File: src/rtl/gpio_bank_pkg.sv
package gpio_bank_pkg;
  localparam int HALF_W  = 16;
  localparam int WORD_W  = 32;

  localparam int A_DATA  = 0;
  localparam int A_MLO   = 1;
  localparam int A_MHI   = 2;
  localparam int A_DIR   = 3;
  localparam int A_OEN   = 4;
  localparam int A_PINS  = 5;

  // Apply a masked-write word to one half bank: a mask bit of 1 keeps the pin.
  function automatic logic [HALF_W-1:0] apply_masked(
    input logic [HALF_W-1:0] cur,
    input logic [WORD_W-1:0] word
  );
    logic [HALF_W-1:0] keep;
    keep = word[WORD_W-1:HALF_W];
    return (cur & keep) | (word[HALF_W-1:0] & ~keep);
  endfunction
endpackage

File: src/rtl/gpio_sync.sv
module gpio_sync #(
  parameter int W      = 32,
  parameter int STAGES = 2
) (
  input  logic         clk,
  input  logic         rst_n,
  input  logic [W-1:0] d,
  output logic [W-1:0] q
);
  logic [W-1:0] stage_q [STAGES];

  generate
    for (genvar s = 0; s < STAGES; s++) begin : g_stage
      if (s == 0) begin : g_first
        always_ff @(posedge clk or negedge rst_n) begin
          if (!rst_n) stage_q[s] <= '0;
          else        stage_q[s] <= d;
        end
      end else begin : g_next
        always_ff @(posedge clk or negedge rst_n) begin
          if (!rst_n) stage_q[s] <= '0;
          else        stage_q[s] <= stage_q[s-1];
        end
      end
    end
  endgenerate

  assign q = stage_q[STAGES-1];
endmodule

File: src/rtl/gpio_cfg_reg.sv
module gpio_cfg_reg #(
  parameter int W = 32
) (
  input  logic         clk,
  input  logic         rst_n,
  input  logic         we,
  input  logic [W-1:0] d,
  output logic [W-1:0] q
);
  always_ff @(posedge clk or negedge rst_n) begin
    if (!rst_n)  q <= '0;
    else if (we) q <= d;
  end
endmodule

File: src/rtl/gpio_out_data.sv
module gpio_out_data
  import gpio_bank_pkg::*;
#(
  parameter int PINS = 32
) (
  input  logic            clk,
  input  logic            rst_n,
  input  logic            wr_full,
  input  logic            wr_lo,
  input  logic            wr_hi,
  input  logic [WORD_W-1:0] wdata,
  output logic [PINS-1:0] data_q
);
  localparam int HI_LSB = PINS - HALF_W;

  logic [PINS-1:0] data_d;

  always_comb begin
    data_d = data_q;
    if (wr_full) begin
      data_d = wdata[PINS-1:0];
    end else if (wr_lo) begin
      data_d[HALF_W-1:0] = apply_masked(data_q[HALF_W-1:0], wdata);
    end else if (wr_hi) begin
      data_d[PINS-1:HI_LSB] = apply_masked(data_q[PINS-1:HI_LSB], wdata);
    end
  end

  always_ff @(posedge clk or negedge rst_n) begin
    if (!rst_n) data_q <= '0;
    else        data_q <= data_d;
  end


  lo_keeps_hi_chk: assert property (@(posedge clk) disable iff (!rst_n)
    wr_lo |=> data_q[PINS-1:HI_LSB] == $past(data_q[PINS-1:HI_LSB]));

  lo_mask_holds_chk: assert property (@(posedge clk) disable iff (!rst_n)
    wr_lo |=> ((data_q[HALF_W-1:0] ^ $past(data_q[HALF_W-1:0]))
               & $past(wdata[WORD_W-1:HALF_W])) == '0);

  hi_keeps_lo_chk: assert property (@(posedge clk) disable iff (!rst_n)
    wr_hi |=> data_q[HALF_W-1:0] == $past(data_q[HALF_W-1:0]));

  hi_mask_holds_chk: assert property (@(posedge clk) disable iff (!rst_n)
    wr_hi |=> ((data_q[PINS-1:HI_LSB] ^ $past(data_q[PINS-1:HI_LSB]))
               & $past(wdata[WORD_W-1:HALF_W])) == '0);
endmodule

File: src/rtl/gpio_drive.sv
module gpio_drive #(
  parameter int PINS = 32
) (
  input  logic [PINS-1:0] dir_q,
  input  logic [PINS-1:0] oen_q,
  output logic [PINS-1:0] pin_oe
);
  generate
    for (genvar i = 0; i < PINS; i++) begin : g_pin
      assign pin_oe[i] = dir_q[i] & oen_q[i];
    end
  endgenerate
endmodule

File: src/rtl/gpio_bank_regs.sv
module gpio_bank_regs
  import gpio_bank_pkg::*;
#(
  parameter int PINS        = 32,
  parameter int ADDR_W      = 3,
  parameter int SYNC_STAGES = 2
) (
  input  logic              clk,
  input  logic              rst_n,
  input  logic [ADDR_W-1:0] addr,
  input  logic              wr_en,
  input  logic [WORD_W-1:0] wdata,
  output logic [WORD_W-1:0] rdata,
  input  logic [PINS-1:0]   pin_in,
  output logic [PINS-1:0]   pin_out,
  output logic [PINS-1:0]   pin_oe
);
  // Named decode events, used by the logic and by the assertions.
  logic sel_data, sel_mlo, sel_mhi, sel_dir, sel_oen, sel_pins;
  logic wr_data_evt, wr_mlo_evt, wr_mhi_evt, wr_dir_evt, wr_oen_evt;
  logic wr_dead_evt;

  logic [PINS-1:0] data_q, dir_q, oen_q, pins_sync;

  assign sel_data = (addr == ADDR_W'(A_DATA));
  assign sel_mlo  = (addr == ADDR_W'(A_MLO));
  assign sel_mhi  = (addr == ADDR_W'(A_MHI));
  assign sel_dir  = (addr == ADDR_W'(A_DIR));
  assign sel_oen  = (addr == ADDR_W'(A_OEN));
  assign sel_pins = (addr == ADDR_W'(A_PINS));

  assign wr_data_evt = wr_en & sel_data;
  assign wr_mlo_evt  = wr_en & sel_mlo;
  assign wr_mhi_evt  = wr_en & sel_mhi;
  assign wr_dir_evt  = wr_en & sel_dir;
  assign wr_oen_evt  = wr_en & sel_oen;
  assign wr_dead_evt = wr_en & ~(sel_data | sel_mlo | sel_mhi | sel_dir | sel_oen);

  gpio_out_data #(.PINS(PINS)) u_data (
    .clk    (clk),
    .rst_n  (rst_n),
    .wr_full(wr_data_evt),
    .wr_lo  (wr_mlo_evt),
    .wr_hi  (wr_mhi_evt),
    .wdata  (wdata),
    .data_q (data_q)
  );

  gpio_cfg_reg #(.W(PINS)) u_dir (
    .clk  (clk),
    .rst_n(rst_n),
    .we   (wr_dir_evt),
    .d    (wdata[PINS-1:0]),
    .q    (dir_q)
  );

  gpio_cfg_reg #(.W(PINS)) u_oen (
    .clk  (clk),
    .rst_n(rst_n),
    .we   (wr_oen_evt),
    .d    (wdata[PINS-1:0]),
    .q    (oen_q)
  );

  gpio_sync #(.W(PINS), .STAGES(SYNC_STAGES)) u_sync (
    .clk  (clk),
    .rst_n(rst_n),
    .d    (pin_in),
    .q    (pins_sync)
  );

  gpio_drive #(.PINS(PINS)) u_drive (
    .dir_q (dir_q),
    .oen_q (oen_q),
    .pin_oe(pin_oe)
  );

  assign pin_out = data_q;

  always_comb begin
    rdata = '0;
    unique case (1'b1)
      sel_data: rdata = WORD_W'(data_q);
      sel_dir:  rdata = WORD_W'(dir_q);
      sel_oen:  rdata = WORD_W'(oen_q);
      sel_pins: rdata = WORD_W'(pins_sync);
      default:  rdata = '0;
    endcase
  end


  oe_needs_dir_chk: assert property (@(posedge clk) disable iff (!rst_n)
    (pin_oe & ~dir_q) == '0);

  oe_needs_en_chk: assert property (@(posedge clk) disable iff (!rst_n)
    (pin_oe & ~oen_q) == '0);

  dead_write_inert_chk: assert property (@(posedge clk) disable iff (!rst_n)
    wr_dead_evt |=> ($stable(data_q) && $stable(dir_q) && $stable(oen_q)));

  decode_onehot_chk: assert property (@(posedge clk) disable iff (!rst_n)
    $onehot0({wr_data_evt, wr_mlo_evt, wr_mhi_evt, wr_dir_evt, wr_oen_evt, wr_dead_evt}));
endmodule

File: config.mk
export PLATFORM = sky130hd
export DESIGN_NAME = gpio_bank_regs
export DESIGN_NICKNAME = d
export VERILOG_FILES = /design/src/rtl/gpio_bank_pkg.sv /design/src/rtl/gpio_sync.sv /design/src/rtl/gpio_cfg_reg.sv /design/src/rtl/gpio_out_data.sv /design/src/rtl/gpio_drive.sv /design/src/rtl/gpio_bank_regs.sv
export SDC_FILE = /design/constraint.sdc
export NUM_CORES = 1
export LEC_CHECK = 0
export CORE_MARGIN = 10
export CORE_UTILIZATION = 44
export CTS_CLUSTER_DIAMETER = 100
export DETAILED_ROUTE_END_ITERATION = 10
export PLACE_DENSITY = 0.81
export SYNTH_ARGS = -nofsm -noshare
export SYNTH_HDL_FRONTEND = slang
export SYNTH_SLANG_ARGS = --single-unit
File: constraint.sdc
create_clock -name clk -period 1.6 [get_ports clk]
set_input_delay 0.32 -clock clk [delete_from_list [all_inputs] [get_ports clk]]
set_output_delay 0.32 -clock clk [all_outputs]
set_load 0.1 [all_outputs]
==> impl_results.md, run 1 <==
- Final WL: 24.1 mm
- Post-Syn Instances: 489
- Port Buf Inserts: around 170
- Initial Util: 45.3%
- Largest net degree at the start of global routing: 41
- Min setup slack post-route: -163 ps
- Top cells by area, synth: dfrtp_1, mux2_2, mux2i_1, a22oi_1, and2_1
- Pre-CTS setup slack: -631 ps
- CTS tree: built
- Type of origin of the critical path: register
- Clock Latency Late Sink: 420 ps
- Clock transition at path regs: 60 ps
- DRT iter0 DRCs: 297
- Sink Count: 160
- Hold path depth: 4
- Final setup fails: 34
- Cell Area, Synth: 6650 µm²
- Overflow after GRT: 0
- Crit path largest cell delay: 500 ps
- Tot Pwr: 17500 µW
- Vias: around 5500
- Nets@finish: 826
- Min Clock Period, post-route: 1760 ps
- Placed cell count: 858
- Critical path fanouts, max: 2
- PwrDens: 1460 nW/µm²
- Total GRT Usage: 23.4%
- H-tree depth: 4
- Yosys Warn Count: 0
- Mux share of post-synthesis cell area: roughly 18%
- CTS Buf Count: 17
- Die extent in y: 143 µm
- Critical path class: reg -> out
- Fmax: 0.567 GHz
- First-pass GRT wire length: around 36 mm
- Count of final hold-check violations: 0
- Die area: 20400 µm²
- Clk_skew: a little under 5 ps
- RSZ-0062 raised after global routing: true
- Final Slew Violations: 0
- GP Congestion: 0.810
- Post-DR vias/cell: about 5.8
- Dpl hpwl: roughly 16 mm
- Register area: roughly 4000 µm²
- Critical Path AT: 1440 ps
- Io pins: 166
- Adder-cell share of the synthesized area: 0%
- Hold WC Path Type: in -> reg
- Layout cell share with drive strength beyond 1: 61.7%
- Run status: finished, violations left
- Avg Synthesized Cell Area: 13.6 µm²
- Actual slew at the worst max-slew pin: 476 ps
- Unique masters post-synth: 27
- Setup TNS: -3770 ps
- Pleak: 0.00490 µW
- Die width: 143 µm
- HP Start: addr[1]
- CP max-delay cell: dfrtp_4
- Simple-gate share of the synthesized area: under 10%
- Yosys top cell by area: dfrtp_1
- Filler instances: 686
- Flop-to-flop setup slack: between 400 and 500 ps
- Average wire per standard cell: 25.3 µm
- Worst Reg-to-Reg Cells: 3
- Post-route insts no fill: 952
- Element type at the critical path end: output port
- Largest family of logic cells by synthesized area: multiplexers
- Number of inserted diodes: 0
- Failing checks: setup timing
- Worst slew margin: 68.3%
- Seq cells post-synth: 160
- Register area share after synthesis: 60.2%
- DRT antenna net count: 0
- Floorplan Core Area: roughly 15000 µm²
- Worst VDD drop: 1130 µV
- Vias in the first global route: slightly above 6000
- Antenna violations before repair: 0
- Max-cap viol count: 0
- Final worst path period share: 110%
- Drt drc: 0
- Yosys top cell area share: 60.2%
- Total nets after synthesis: 559
- CTS root buffer: clkbuf_16
- CP required: 1280 ps
- Drt first pass iters: 5
- Area of the multi-input gates: 3300 µm²
- Post-synthesis compound-gate area fraction: a little over a tenth
- Layout area overhead: 81.1%
- Max Root-Sink Buffers: 2
- Core Rows: between 40 and 50
- Crit path cell chain: a22oi_2 > o22ai_4 > buf_12
- Xor/xnor share of the synthesized area: 0%
[placed cells by master, fill, tap and decap left out, types with 2 or more instances in the layout]
| master | instances |
|---|---|
| dfrtp_1 | 128 |
| buf_12 | 112 |
| buf_4 | 71 |
| mux2_2 | 69 |
| clkdlybuf4s50_1 | 64 |
| a22oi_2 | 32 |
| o22ai_4 | 32 |
| dfrtp_2 | 30 |
| nor3_1 | 28 |
| mux2i_2 | 25 |
| buf_6 | 25 |
| and2_4 | 18 |
| clkbuf_16 | 18 |
| and2_1 | 15 |
| nor3b_1 | 14 |
| a211oi_1 | 14 |
| mux2_1 | 11 |
| o21ai_2 | 10 |
| o21ai_0 | 5 |
| mux2i_1 | 4 |
| a21oi_1 | 4 |
| bufinv_16 | 4 |
| mux2i_4 | 3 |
| clkinv_2 | 3 |
| clkbuf_8 | 3 |
| buf_8 | 3 |
| nand2b_4 | 2 |
| nor3b_4 | 2 |
| a2bb2oi_1 | 2 |
| dfrtp_4 | 2 |
| clkinvlp_4 | 2 |
[where the power goes]
part | internal, µW | leakage (µW) | switching (µW) | total [µW]
sequential | 4700 | 0.00184 | 654 | 5350
clock | 2720 | 0.000305 | 1610 | 4330
combinational | 3200 | 0.00275 | 4660 | 7860
total | 10600 | 0.00490 | 6930 | 17500
[worst max-delay path by stage]
stage / from / end / slack [ps] / cells after the start
final: register / rdata[24] / -160 / 3
after CTS: u_dir.q[26] / rdata[26] / -120 / 3
after global routing: u_oen.q[30] / rdata[30] / -200 / 3
after floorplan: addr[0] / rdata[18] / -230 / 6
after detailed placement: addr[1] / rdata[7] / -630 / 7
after global placement: addr[1] / rdata[23] / -560 / 7
[synthesized netlist by cell type (all sizes together)]
cell type / count
dfrtp: 160
mux2: 80
and2: 33
a22oi: 32
mux2i: 32
o22ai: 32
nor3: 28
buf: 19
nor3b: 16
o21ai: 16
a211oi: 14
clkbuf: 13
a21oi: 4
a2bb2oi: 2
nand2b: 2
or3b: 2
nand3b: 1
nor2: 1
nor4b: 1
or4b: 1
[layer usage]
metal	GRT usage (%)	wire, µm
met3	6.53	1780
met1	27.5	9050
met5	0	0
met4	7.33	425
met2	40.5	12800
[through the flow]
stage | cell area, µm² | utilization, % | hold slack, ps
3_3_place_gp | 10600 | 71.8 | 268
4_1_cts | 11900 | 80.8 | 301
5_1_grt | 12100 | 82.0 | 321
3_5_place_dp | 10600 | 71.8 | 273
2_1_floorplan | 7490 | - | 24.4
6_report | 12100 | 82.0 | 324
[final cells by class]
class	count	area share, %
repair buffers	280	31.9
flip-flops and latches	160	33.6
clock buffers	21	3.90
well taps	184	1.91
clock inverters	10	1.32
multi-input cells	297	27.3
[worst max-delay path: cells and delay by family, from the launching register on]
| kind | cells | cell delay, ps |
|---|---|---|
| buf+inv | 1 | 180 |
| compound gates | 2 | 330 |
| flops | 1 | 500 |
[timing repair]
| item | CTS | global route |
|---|---|---|
| setup endpoints to repair | 113 | 48 |
| endpoints found under the hold margin | 33 | 0 |
| pin swaps | 51 | 25 |
| hold buffers | 1 | 0 |
| gates resized for setup | 73 | 29 |
| cloned | 3 | 1 |
| setup buffers | 48 | 14 |
[cells by family after synthesis]
| group | count (synthesis) |
|---|---|
| flip-flops | 160 |
| buffers and inverters | 32 |
| AO/OA/AOI/OAI | 100 |
| multiplexers | 112 |
| AND/OR/NAND/NOR | 85 |
Power figures use the tool's default switching activity.
==> run 2, diff against run 1 <==
--- a/config.mk
+++ b/config.mk
@@ -10,6 +10,7 @@
 export CTS_CLUSTER_DIAMETER = 100
 export DETAILED_ROUTE_END_ITERATION = 10
 export PLACE_DENSITY = 0.81
+export SETUP_SLACK_MARGIN = 0.5
 export SYNTH_ARGS = -nofsm -noshare
 export SYNTH_HDL_FRONTEND = slang
 export SYNTH_SLANG_ARGS = --single-unit
==> run 2 against run 1 <==
Compared with the run above:
- the flow still finishes with violations (setup timing)
- clock skew hardly changed
- final cell count is 7.7% higher
- clock power up 4%
- critical endpoint is now rdata[4]
- die area is the same
- routed wire length is 53% higher
- design area increased by 14%
==> impl_results.md, run 2 (synthesized netlist as in run 1, its figures left out) <==
- Run status: finished, violations left (unchanged)
- Failing checks: setup timing (unchanged)
- Total GRT Usage: 29.9% (was 23.4%)
- Hold path depth: 1 (was 4)
- Element type at the critical path end: output port (unchanged)
- Filler instances: 346 (was 686)
- Net Switching: 7960 µW (was 6930 µW)
- Worst VDD drop: 1200 µV (was 1130 µV)
- CP required: 1280 ps (about the same)
- Final WL: 36.8 mm (was 24.1 mm)
- Gate power share: 48.6% (was 44.8%)
- Vias in the first global route: 6818 (was 6044)
- Dpl hpwl: 16.0 mm (was 15.9 mm)
- Min setup slack post-route: -253 ps (was -163 ps)
- Die width: 143 µm (unchanged)
- CP max-delay cell: buf_12 (was dfrtp_4)
- Layout cell share with drive strength beyond 1: 74.3% (was 61.7%)
- Vias: 6752 (was 5495)
- DRT antenna net count: 0 (unchanged)
- P_int: 11500 µW (was 10600 µW)
- Clock transition at path regs: 70 ps (was 60 ps)
- Design Area, Final: 13800 µm² (was 12100 µm²)
- Max-cap viol count: 0 (unchanged)
- Final Slew Violations: 0 (unchanged)
- Critical Path AT: 1530 ps (was 1440 ps)
- Type of origin of the critical path: primary input (was register)
- Antenna violations before repair: 0 (unchanged)
- Average wire per standard cell: 35.9 µm (was 25.3 µm)
- Floorplan Core Area: 14700 µm² (unchanged)
- Critical path class: in -> out (was reg -> out)
- Crit path cell chain: buf_8 > buf_6 > nor2_4 > buf_6 > buf_12 > a22oi_2 > o22ai_4 > buf_12 (was a22oi_2 > o22ai_4 > buf_12)
- Worst slew margin: 61.5% (was 68.3%)
- Drt drc: 0 (unchanged)
- Nets@finish: 898 (was 826)
- Commonest non-fill, non-tap cell in the layout: dfrtp_1 (unchanged)
- CP delay by family, top: buffers and inverters (was flip-flops)
- Min Clock Period, post-route: 1850 ps (was 1760 ps)
- First-pass GRT wire length: 45.2 mm (was 36.4 mm)
- Final setup fails: 104 (was 34)
- Die extent in y: 143 µm (unchanged)
- H-tree depth: 4 (unchanged)
- Area of the multi-input gates: 4080 µm² (was 3300 µm²)
- Count of final hold-check violations: 0 (unchanged)
- DRT iter0 DRCs: 663 (was 297)
- Clock Latency Late Sink: 450 ps (was 420 ps)
- GP Congestion: 0.807 (was 0.810)
- PwrDens: 1410 nW/µm² (was 1460 nW/µm²)
- Drt first pass iters: 5 (unchanged)
- Buf/Inv on CP: 5 (was 1)
- Max Root-Sink Buffers: 2 (unchanged)
- Port Buf Inserts: 165 (unchanged)
- Layout area overhead: 107% (was 81.1%)
- Register area: 4050 µm² (about the same)
- Overflow after GRT: 0 (unchanged)
- Crit path largest cell delay: 210 ps (was 500 ps)
- Commonest cells after routing, fill and taps aside: dfrtp_1, buf_12, buf_6 (was dfrtp_1, buf_12, buf_4)
- WP depth: 8 (was 3)
- DP Area: 10700 µm² (was 10600 µm²)
- CTS Buf Count: 17 (unchanged)
- Clk_skew: 4.54 ps (was 4.94 ps)
- Net Sw Frac: 40.8% (was 39.5%)
- CTS tree: built (unchanged)
- Die area: 20400 µm² (unchanged)
- Final worst path period share: 116% (was 110%)
- Share of power burned in registers: 28.3% (was 30.5%)
- Sink Count: 160 (unchanged)
- Clk network pwr share: 23.1% (was 24.7%)
- Io pins: 166 (unchanged)
- Fmax: 0.540 GHz (was 0.567 GHz)
- RSZ-0062 raised after global routing: true (unchanged)
- CTS root buffer: clkbuf_16 (unchanged)
- Number of inserted diodes: 0 (unchanged)
- Initial Util: 45.3% (unchanged)
- Post-DR vias/cell: 6.59 (was 5.77)
- Worst Reg-to-Reg Cells: 5 (was 3)
- Pleak: 0.00579 µW (was 0.00490 µW)
- Critical path fanouts, max: 6 (was 2)
- Largest net degree at the start of global routing: 33 (was 41)
- Hold WC Path Type: in -> reg (unchanged)
- Core Rows: 44 (unchanged)
- Pre-CTS setup slack: -618 ps (was -631 ps)
- Actual slew at the worst max-slew pin: 578 ps (was 476 ps)
[run 2: power by group through the flow]
| stage | clock (µW) | combinational (µW) | sequential [µW] |
|---|---|---|---|
| 3_3_place_gp | 0 | 7140 | 5380 |
| 4_1_cts | 4330 | 8500 | 5360 |
| 3_5_place_dp | 0 | 7250 | 5440 |
| 5_1_grt | 4650 | 9620 | 5540 |
| 6_report | 4500 | 9470 | 5520 |
| 2_1_floorplan | 0 | 3450 | 6390 |
[run 2: timing repair]
item,4_1_cts,5_1_grt
buffers inserted,75,49
gates cloned,9,0
setup endpoints to repair,192,192
endpoints found under the hold margin,27,0
hold buffers,1,0
pin swaps,89,52
gates resized for setup,236,71
[run 2: area by class of cell]
| type | instances | share of cell area [%] |
|---|---|---|
| flip-flops and latches | 160 | 29.4 |
| well taps | 184 | 1.67 |
| clock buffers | 22 | 3.37 |
| multi-input cells | 298 | 29.6 |
| repair buffers | 351 | 34.8 |
| clock inverters | 10 | 1.16 |
[run 2: worst paths after layout]
path | from | end | slack [ps]
setup / recovery | addr[1] | rdata[4] | -250
hold reg to reg | u_sync.stage_q[59] | u_sync.q[27] | 350
hold / removal | pin_in[13] | u_sync.stage_q[45] | 300
setup reg to reg | u_oen.q[3] | u_oen.q[3] | 260
min in group asynchronous | rst_n | u_sync.q[31] | 350
max in group asynchronous | rst_n | async pin | 660
[run 2: layer usage]
layer	global-route usage (%)	vias to the layer above	part of all wire, %
li1	-	2507	-
met1	34.4	3475	35
met2	50.5	559	49
met3	8.13	211	8.9
met4	14.6	0	7.2
met5	0	-	0
[run 2: through the flow]
step           utilization (%)  total power [µW]  TNS (ps)  cells  hold WS, ps
3_3_place_gp              73.0             12500    -62940    859          241
2_1_floorplan                -              9850     -7110    489         24.4
6_report                  93.8             19500    -13070   1025          300
4_1_cts                   88.8             18200     -3570    976          314
5_1_grt                   93.8             19800    -13770   1025          308
3_5_place_dp              73.0             12700    -65310    859          246
